==> src/rtl/acq_pkg.sv <==
package acq_pkg;
  localparam int ADDR_W = 3;

  localparam logic [ADDR_W-1:0] OFS_FCR   = 3'd4;
  localparam logic [ADDR_W-1:0] OFS_START = 3'd5;
  localparam logic [ADDR_W-1:0] OFS_DATA  = 3'd6;
  localparam logic [ADDR_W-1:0] OFS_STAT  = 3'd7;

  localparam int FCR_PEN_BIT  = 4;
  localparam int FCR_SCAN_BIT = 5;
  localparam int FCR_TRIG_BIT = 6;

  typedef enum logic {
    BYTE_LO = 1'b0,
    BYTE_HI = 1'b1
  } byte_sel_e;
endpackage

==> src/rtl/acq_hostif.sv <==
module acq_hostif
  import acq_pkg::*;
#(
  parameter int BUS_W = 8,
  parameter int CH_W  = 3
) (
  input  logic              clk_i,
  input  logic              rst_n_i,
  input  logic [ADDR_W-1:0] addr_i,
  input  logic              wr_i,
  input  logic              rd_i,
  input  logic [BUS_W-1:0]  wdata_i,
  output logic [CH_W-1:0]   ch_o,
  output logic              pen_o,
  output logic              scan_o,
  output logic              trig_o,
  output logic              fcr_wr_o,
  output logic [CH_W-1:0]   fcr_new_ch_o,
  output logic              start_wr_o,
  output logic              data_rd_o,
  output logic              stat_rd_o,
  output logic              tmr_wr_o,
  output logic [1:0]        tmr_sel_o,
  output logic [BUS_W-1:0]  tmr_wdata_o
);
  logic [CH_W-1:0] ch_q;
  logic            pen_q, scan_q, trig_q;

  assign fcr_wr_o     = wr_i && (addr_i == OFS_FCR);
  assign fcr_new_ch_o = wdata_i[CH_W-1:0];

  always_ff @(posedge clk_i or negedge rst_n_i) begin
    if (!rst_n_i) begin
      ch_q   <= '0;
      pen_q  <= 1'b0;
      scan_q <= 1'b0;
      trig_q <= 1'b0;
    end else if (fcr_wr_o) begin
      ch_q   <= wdata_i[CH_W-1:0];
      pen_q  <= wdata_i[FCR_PEN_BIT];
      scan_q <= wdata_i[FCR_SCAN_BIT];
      trig_q <= wdata_i[FCR_TRIG_BIT];
    end
  end

  assign ch_o   = ch_q;
  assign pen_o  = pen_q;
  assign scan_o = scan_q;
  assign trig_o = trig_q;

  // start-address writes count only while the pacer is enabled
  assign start_wr_o = wr_i && (addr_i == OFS_START) && pen_q;
  assign data_rd_o  = rd_i && (addr_i == OFS_DATA);
  assign stat_rd_o  = rd_i && (addr_i == OFS_STAT);

  // timer load path: offsets below the function register, blocked without pacer enable
  assign tmr_wr_o    = wr_i && (addr_i < OFS_FCR) && pen_q;
  assign tmr_sel_o   = addr_i[1:0];
  assign tmr_wdata_o = wdata_i;
endmodule

==> src/rtl/acq_sequencer.sv <==
module acq_sequencer #(
  parameter int CH_W = 3,
  parameter int TPC  = 8
) (
  input  logic            clk_i,
  input  logic            rst_n_i,
  input  logic            pen_i,
  input  logic            scan_i,
  input  logic            trig_i,
  input  logic [CH_W-1:0] ch_i,
  input  logic            fcr_wr_i,
  input  logic [CH_W-1:0] fcr_new_ch_i,
  input  logic            start_wr_i,
  input  logic            tick_i,
  input  logic            hi_read_i,
  input  logic            adc_done_i,
  output logic            adc_start_o,
  output logic [CH_W-1:0] adc_chan_o
);
  localparam int CNT_W = (TPC > 1) ? $clog2(TPC) : 1;
  localparam logic [CNT_W-1:0] CNT_LAST = CNT_W'(TPC - 1);

  logic [CNT_W-1:0] cnt_q;
  logic             burst_q;
  logic             busy_q;
  logic             start_q;
  logic [CH_W-1:0]  chan_q;
  logic [CH_W-1:0]  ptr_q;
  logic             tick_ok, restart, arm, fire;
  logic [CH_W-1:0]  cur_chan;

  assign restart  = fcr_wr_i || !pen_i;
  assign arm      = start_wr_i && trig_i;
  assign tick_ok  = pen_i && tick_i && (!trig_i || burst_q);
  assign fire     = tick_ok && (cnt_q == CNT_LAST) && !restart && !arm;
  assign cur_chan = scan_i ? ptr_q : ch_i;

  // tick counter and software burst window
  always_ff @(posedge clk_i or negedge rst_n_i) begin
    if (!rst_n_i) begin
      cnt_q   <= '0;
      burst_q <= 1'b0;
    end else if (restart) begin
      cnt_q   <= '0;
      burst_q <= 1'b0;
    end else if (arm) begin
      cnt_q   <= '0;
      burst_q <= 1'b1;
    end else if (tick_ok) begin
      if (cnt_q == CNT_LAST) begin
        cnt_q   <= '0;
        burst_q <= 1'b0;
      end else begin
        cnt_q <= cnt_q + 1'b1;
      end
    end
  end

  // conversion launch and busy tracking
  always_ff @(posedge clk_i or negedge rst_n_i) begin
    if (!rst_n_i) begin
      start_q <= 1'b0;
      chan_q  <= '0;
      busy_q  <= 1'b0;
    end else begin
      start_q <= fire && !busy_q;
      if (fire && !busy_q) begin
        chan_q <= cur_chan;
        busy_q <= 1'b1;
      end else if (adc_done_i) begin
        busy_q <= 1'b0;
      end
    end
  end

  // scan pointer
  always_ff @(posedge clk_i or negedge rst_n_i) begin
    if (!rst_n_i) begin
      ptr_q <= '0;
    end else if (fcr_wr_i) begin
      ptr_q <= fcr_new_ch_i;
    end else if (hi_read_i && scan_i) begin
      ptr_q <= ptr_q + 1'b1;
    end
  end

  assign adc_start_o = start_q;
  assign adc_chan_o  = chan_q;

  assert_start_needs_pacer_R2: assert property (@(posedge clk_i) disable iff (!rst_n_i)
    start_q |-> $past(pen_i))
    else $error("start issued without pacer enable");

  assert_manual_chan_R3: assert property (@(posedge clk_i) disable iff (!rst_n_i)
    (start_q && !$past(scan_i)) |-> (chan_q == $past(ch_i)))
    else $error("manual channel not used");

  assert_sw_needs_window_R5: assert property (@(posedge clk_i) disable iff (!rst_n_i)
    (start_q && $past(trig_i)) |-> $past(burst_q))
    else $error("software-mode start outside window");
endmodule

==> src/rtl/acq_result.sv <==
module acq_result
  import acq_pkg::*;
#(
  parameter int RES_W = 12,
  parameter int BUS_W = 8
) (
  input  logic             clk_i,
  input  logic             rst_n_i,
  input  logic             adc_done_i,
  input  logic [RES_W-1:0] adc_result_i,
  input  logic             data_rd_i,
  input  logic             stat_rd_i,
  output logic [BUS_W-1:0] data_byte_o,
  output logic             sel_hi_o,
  output logic             hi_read_o,
  output logic             drdy_n_o,
  output logic             ovr_o,
  output logic             irq_o
);
  localparam int PAD_W = 2 * BUS_W - RES_W;

  logic [RES_W-1:0] res_q;
  byte_sel_e        sel_q;
  logic             drdy_n_q, ovr_q, irq_q;

  assign hi_read_o = data_rd_i && (sel_q == BYTE_HI);

  always_ff @(posedge clk_i or negedge rst_n_i) begin
    if (!rst_n_i) begin
      res_q    <= '0;
      sel_q    <= BYTE_LO;
      drdy_n_q <= 1'b1;
    end else if (adc_done_i) begin
      res_q    <= adc_result_i;
      sel_q    <= BYTE_LO;
      drdy_n_q <= 1'b0;
    end else if (data_rd_i) begin
      sel_q <= (sel_q == BYTE_LO) ? BYTE_HI : BYTE_LO;
      if (sel_q == BYTE_HI) drdy_n_q <= 1'b1;
    end
  end

  always_ff @(posedge clk_i or negedge rst_n_i) begin
    if (!rst_n_i) begin
      ovr_q <= 1'b0;
      irq_q <= 1'b0;
    end else begin
      irq_q <= adc_done_i;
      if (adc_done_i && !drdy_n_q) ovr_q <= 1'b1;
      else if (stat_rd_i)          ovr_q <= 1'b0;
    end
  end

  assign data_byte_o = (sel_q == BYTE_LO) ? res_q[BUS_W-1:0]
                                          : {{PAD_W{1'b0}}, res_q[RES_W-1:BUS_W]};
  assign sel_hi_o = (sel_q == BYTE_HI);
  assign drdy_n_o = drdy_n_q;
  assign ovr_o    = ovr_q;
  assign irq_o    = irq_q;

  assert_flag_on_done_R7: assert property (@(posedge clk_i) disable iff (!rst_n_i)
    adc_done_i |=> !drdy_n_q)
    else $error("ready flag not asserted after done");

  assert_irq_with_flag_R7: assert property (@(posedge clk_i) disable iff (!rst_n_i)
    irq_q |-> !drdy_n_q)
    else $error("interrupt without pending result");

  assert_flag_release_R9: assert property (@(posedge clk_i) disable iff (!rst_n_i)
    $rose(drdy_n_q) |-> $past(data_rd_i && sel_q == BYTE_HI))
    else $error("ready flag released without high-byte read");

  assert_ovr_cause_R11: assert property (@(posedge clk_i) disable iff (!rst_n_i)
    $rose(ovr_q) |-> $past(adc_done_i && !drdy_n_q))
    else $error("overrun without lost result");
endmodule

==> src/rtl/paced_acq_ctrl.sv <==
module paced_acq_ctrl
  import acq_pkg::*;
#(
  parameter int NCH            = 8,
  parameter int RES_W          = 12,
  parameter int BUS_W          = 8,
  parameter int TICKS_PER_CONV = 8
) (
  input  logic                     clk_i,
  input  logic                     rst_n_i,
  input  logic [ADDR_W-1:0]        bus_addr_i,
  input  logic                     bus_wr_i,
  input  logic                     bus_rd_i,
  input  logic [BUS_W-1:0]         bus_wdata_i,
  output logic [BUS_W-1:0]         bus_rdata_o,
  output logic                     tmr_wr_o,
  output logic [1:0]               tmr_sel_o,
  output logic [BUS_W-1:0]         tmr_wdata_o,
  output logic                     pacer_run_o,
  input  logic                     pacer_tick_i,
  output logic                     adc_start_o,
  output logic [$clog2(NCH)-1:0]   adc_chan_o,
  input  logic                     adc_done_i,
  input  logic [RES_W-1:0]         adc_result_i,
  output logic                     drdy_n_o,
  output logic                     irq_o
);
  localparam int CH_W = $clog2(NCH);

  logic [CH_W-1:0]  ch, fcr_new_ch;
  logic             pen, scan, trig, fcr_wr, start_wr, data_rd, stat_rd;
  logic             hi_read, sel_hi, ovr;
  logic [BUS_W-1:0] data_byte;

  acq_hostif #(.BUS_W(BUS_W), .CH_W(CH_W)) u_hostif (
    .clk_i, .rst_n_i,
    .addr_i(bus_addr_i), .wr_i(bus_wr_i), .rd_i(bus_rd_i), .wdata_i(bus_wdata_i),
    .ch_o(ch), .pen_o(pen), .scan_o(scan), .trig_o(trig),
    .fcr_wr_o(fcr_wr), .fcr_new_ch_o(fcr_new_ch), .start_wr_o(start_wr),
    .data_rd_o(data_rd), .stat_rd_o(stat_rd),
    .tmr_wr_o, .tmr_sel_o, .tmr_wdata_o
  );

  acq_sequencer #(.CH_W(CH_W), .TPC(TICKS_PER_CONV)) u_seq (
    .clk_i, .rst_n_i,
    .pen_i(pen), .scan_i(scan), .trig_i(trig), .ch_i(ch),
    .fcr_wr_i(fcr_wr), .fcr_new_ch_i(fcr_new_ch), .start_wr_i(start_wr),
    .tick_i(pacer_tick_i), .hi_read_i(hi_read), .adc_done_i,
    .adc_start_o, .adc_chan_o
  );

  acq_result #(.RES_W(RES_W), .BUS_W(BUS_W)) u_res (
    .clk_i, .rst_n_i,
    .adc_done_i, .adc_result_i,
    .data_rd_i(data_rd), .stat_rd_i(stat_rd),
    .data_byte_o(data_byte), .sel_hi_o(sel_hi), .hi_read_o(hi_read),
    .drdy_n_o, .ovr_o(ovr), .irq_o
  );

  assign pacer_run_o = pen;

  always_comb begin
    case (bus_addr_i)
      OFS_DATA: bus_rdata_o = data_byte;
      OFS_STAT: bus_rdata_o = {{(BUS_W-2){1'b0}}, ovr, drdy_n_o};
      default:  bus_rdata_o = '0;
    endcase
  end

  assert_hi_nibble_zero_R8: assert property (@(posedge clk_i) disable iff (!rst_n_i)
    (bus_addr_i == OFS_DATA && sel_hi) |-> (bus_rdata_o[BUS_W-1:RES_W-BUS_W] == '0))
    else $error("high byte upper bits not zero");
endmodule

==> config.mk <==
export PLATFORM = sky130hd
export DESIGN_NAME = paced_acq_ctrl
export DESIGN_NICKNAME = d
export VERILOG_FILES = /design/src/rtl/acq_pkg.sv /design/src/rtl/acq_hostif.sv /design/src/rtl/acq_sequencer.sv /design/src/rtl/acq_result.sv /design/src/rtl/paced_acq_ctrl.sv
export SDC_FILE = /design/constraint.sdc
export NUM_CORES = 1
export LEC_CHECK = 0
export BUFFER_PORTS_ARGS = -buffer_cell sky130_fd_sc_hd__buf_2
export CORE_MARGIN = 2
export CORE_UTILIZATION = 45
export DETAILED_ROUTE_END_ITERATION = 6
export GPL_ROUTABILITY_DRIVEN = 0
export PLACE_DENSITY = 0.75
export SLEW_MARGIN = 25
export SYNTH_ARGS = -nofsm -noshare
export SYNTH_HDL_FRONTEND = slang
export SYNTH_SLANG_ARGS = --single-unit
export TNS_END_PERCENT = 30
==> constraint.sdc <==
create_clock -name clk_i -period 1.5 [get_ports clk_i]
set_input_delay 0.075 -clock clk_i [delete_from_list [all_inputs] [get_ports clk_i]]
set_output_delay 0.075 -clock clk_i [all_outputs]
set_load 0.1 [all_outputs]
==> qor.txt <==
Run status: complete, but fails checks
Failing checks: negative setup slack
Final Setup Violations: 7
Final antenna-violating net count: 0
Post-route cell area: 2420 µm²
Comb power frac: 0.269
Initial DRT Pass Iterations: 4
Initial antenna violation count: 0
Worst skew pair latency: 0.34 ns
Slew Limit Headroom: 0.489
Crit path max fanout: 5
Fmax: 637 MHz
Ports: 55
Worst Reg-to-Reg Cells: 5
IO Port Bufs: 50
Die Wd: 64.3 µm
Drt total wl: 3.81 mm
CTS buffer count: 5
Tot GR Track Use: 0.202
Clk buf depth: 2
Die Ht: 64.3 µm
Synth Cell Area: 1640 µm²
Final hold vios: 0
Levels on crit path: 4
CTS Root Cell: clkbuf_4
Fin Setup TNS: -0.206 ns
CP max stage delay: 0.48 ns
GRT Residual Overflow: 0
Top_reg_cell synth: dfrtp_1
Hold Crit Endpoint: u_res.irq_o
Reg-to-Reg End: u_seq.adc_chan_o[0]
Final worst-path cycle share: 1.05
Register area share after synthesis: 0.521
Clk slew on worst S/H paths: 0.10 ns
Post-synthesis async set-or-reset flop share: 1.00
Critical Path End Type: output port
Reg2reg setup slack: -0.03 ns
Net Sw Frac: 0.328
Total power: 2.34 mW
Via count: 1320
Min cycle time layout: 1.57 ns
Pin count of the biggest net entering global routing: 35
P&R area growth vs syn: 48.2%
Core footprint: 3420 µm²
Via/cell ratio: 4.91
# clock sinks: 34
Number of global-route vias before repair: 1450
Max Transition Viols Final: 0
Hold_sp: adc_done_i
# diodes: 0
Worst hold margin: 0.0254 ns
Critical path type: reg2out
Syn Area/Cell: 11.1 µm²
Total internal power: 1.57 mW
Worst slack, placed: -0.0653 ns
DP HPWL: 2.63 mm
CP Buf/Inv Count: 2
Slew @ Worst Pin: 0.767 ns
Die Area: 4130 µm²
CP Launch Type: register
PwrDens: 964 nW/µm²
Area after DPL: 2090 µm²
Psw: 0.766 mW
1st-iter DRT viols: 35
DRC violations left: 0
Share of post-route cells with drive strength above 1: 0.516
Synth unique cells: 30
Peak VDD IR: 637 µV
Worst path slowest cell: dfrtp_2
Worst setup margin: -0.0692 ns
Mapped Nets: 179
Sequence of cells on the critical path: buf_4 -> mux2i_1 -> nor3_4 -> buf_12
EDFF count, synth: 0
CP required: 1.42 ns
Seq cells post-synth: 34
Sequential share of power: 0.461
Critical path origin: u_res.sel_hi_o
NumNets Final: 254
Clk_skew: 0.0109 ns
H-tree Lvls: 2
Global-route wire length before repair: 6.35 mm
Worst EP arrival: 1.49 ns
Cell leakage power: 1.16 nW
Max-cap violations: 0
Synth Warn #: 0
Worst Hold Depth: 1
CTS tree: built
Clock power frac: 0.270
Initial core utilization: 0.479
CP top delay family: flip-flops
Worst hold path type: in2reg
WL/cell: 14.2 µm
Synth Instances: 147
Standard-cell rows: 21
RSZ-0062 raised after global routing: true
Worst R2R Start: u_seq.cnt_q[0]
[repair_timing]
action	CTS	global route
pin swaps	0	3
endpoints found under the hold margin	52	0
hold buffers	19	0
setup endpoints to repair	12	14
setup buffers	4	0
gates resized for setup	3	9
[state kept, by name, indices dropped and copies added (netlist names)]
name               flops
u_hostif.ch_o          3
u_hostif.pen_o         1
u_hostif.scan_o        1
u_hostif.trig_o        1
u_res.drdy_n_o         1
u_res.irq_o            1
u_res.ovr_o            1
u_res.res_q           12
u_res.sel_hi_o         1
u_seq.adc_chan_o       3
u_seq.adc_start_o      1
u_seq.burst_q          1
u_seq.busy_q           1
u_seq.cnt_q            3
u_seq.ptr_q            3
[cells by family after synthesis]
group,after synthesis,synth area share
simple gates,49,0.156
flops,34,0.521
mux,25,0.168
buf+inv,18,0.0666
compound gates,16,0.0551
fa+ha+maj,3,0.0230
xor+xnor,2,0.0107
[cells in the mapped netlist, drive strengths merged, types with 2 or more instances]
cell type	instances	area, µm²
buf	13	90.1
a21oi	5	25.0
or3	2	12.5
a31oi	2	12.5
o21ai	7	38.8
xor2	2	17.5
nand2	21	78.8
and2	4	25.0
mux2i	6	60.1
dfrtp	33	826
nor3	3	15.0
mux2	19	214
ha	3	37.5
clkbuf	2	7.51
nor2	11	41.3
inv	3	11.3
[placed cells by master, fill, tap and decap left out, types with 3 or more instances in the layout]
cell type      synthesis  routed
buf_2                  3      41
dfrtp_1               33      31
nand2_1               21      21
mux2_2                19      19
dlygate4sd3_1          0      19
buf_4                 10      14
nor2_1                11       8
buf_12                 0       8
mux2i_1                6       6
clkbuf_4               0       6
o21ai_0                5       5
and2_4                 0       4
nor3_4                 0       3
a21oi_1                5       3
clkbuf_8               0       3
[how the worst max path moves through the flow]
stage                          endpoint  slack, ns
finish                   bus_rdata_o[2]      -0.07
global route             bus_rdata_o[2]      -0.14
CTS                      bus_rdata_o[2]      -0.08
detailed placement  u_seq.adc_chan_o[0]      -0.07
global placement    u_seq.adc_chan_o[1]       0.03
floorplan           u_seq.adc_chan_o[0]      -0.19
[area by class of cell]
type	instances	area, µm²
fill	245	992
multi-input combinational	95	749
sequential	34	858
tap	46	57.6
inverter	3	11.3
timing repair buffer	83	668
clock buffer	8	78.8
[stage by stage]
| step | util | instances |
|---|---|---|
| floorplan | - | 147 |
| global placement | 0.612 | 238 |
| CTS | 0.702 | 269 |
| global route | 0.710 | 269 |
| finish | 0.710 | 269 |
| detailed placement | 0.612 | 238 |
[power by group through the flow]
stage          clock (mW)  combinational (mW)  sequential (mW)
6_report            0.631               0.628             1.08
5_1_grt             0.677               0.674             1.09
4_1_cts             0.639               0.619             1.07
3_5_place_dp            0               0.576             1.09
3_3_place_gp            0               0.559             1.08
2_1_floorplan           0               0.400             1.12
[routing by layer]
layer / vias up / track usage / wire [µm]
met3: 12 / 0.0493 / 132
met2: 26 / 0.339 / 2020
met1: 640 / 0.234 / 1550
met5: - / 0 / 0
met4: 0 / 0.122 / 100
li1: 642 / - / -
[worst reg2reg max path, stage by stage, from the launching register on]
cell and delay, ns:
dfrtp_1 0.37, ha_1 0.16, ha_2 0.19, nor4b_4 0.18, buf_4 0.18, mux2_2 0.34
Note: power is estimated with default switching activity, not from simulation.
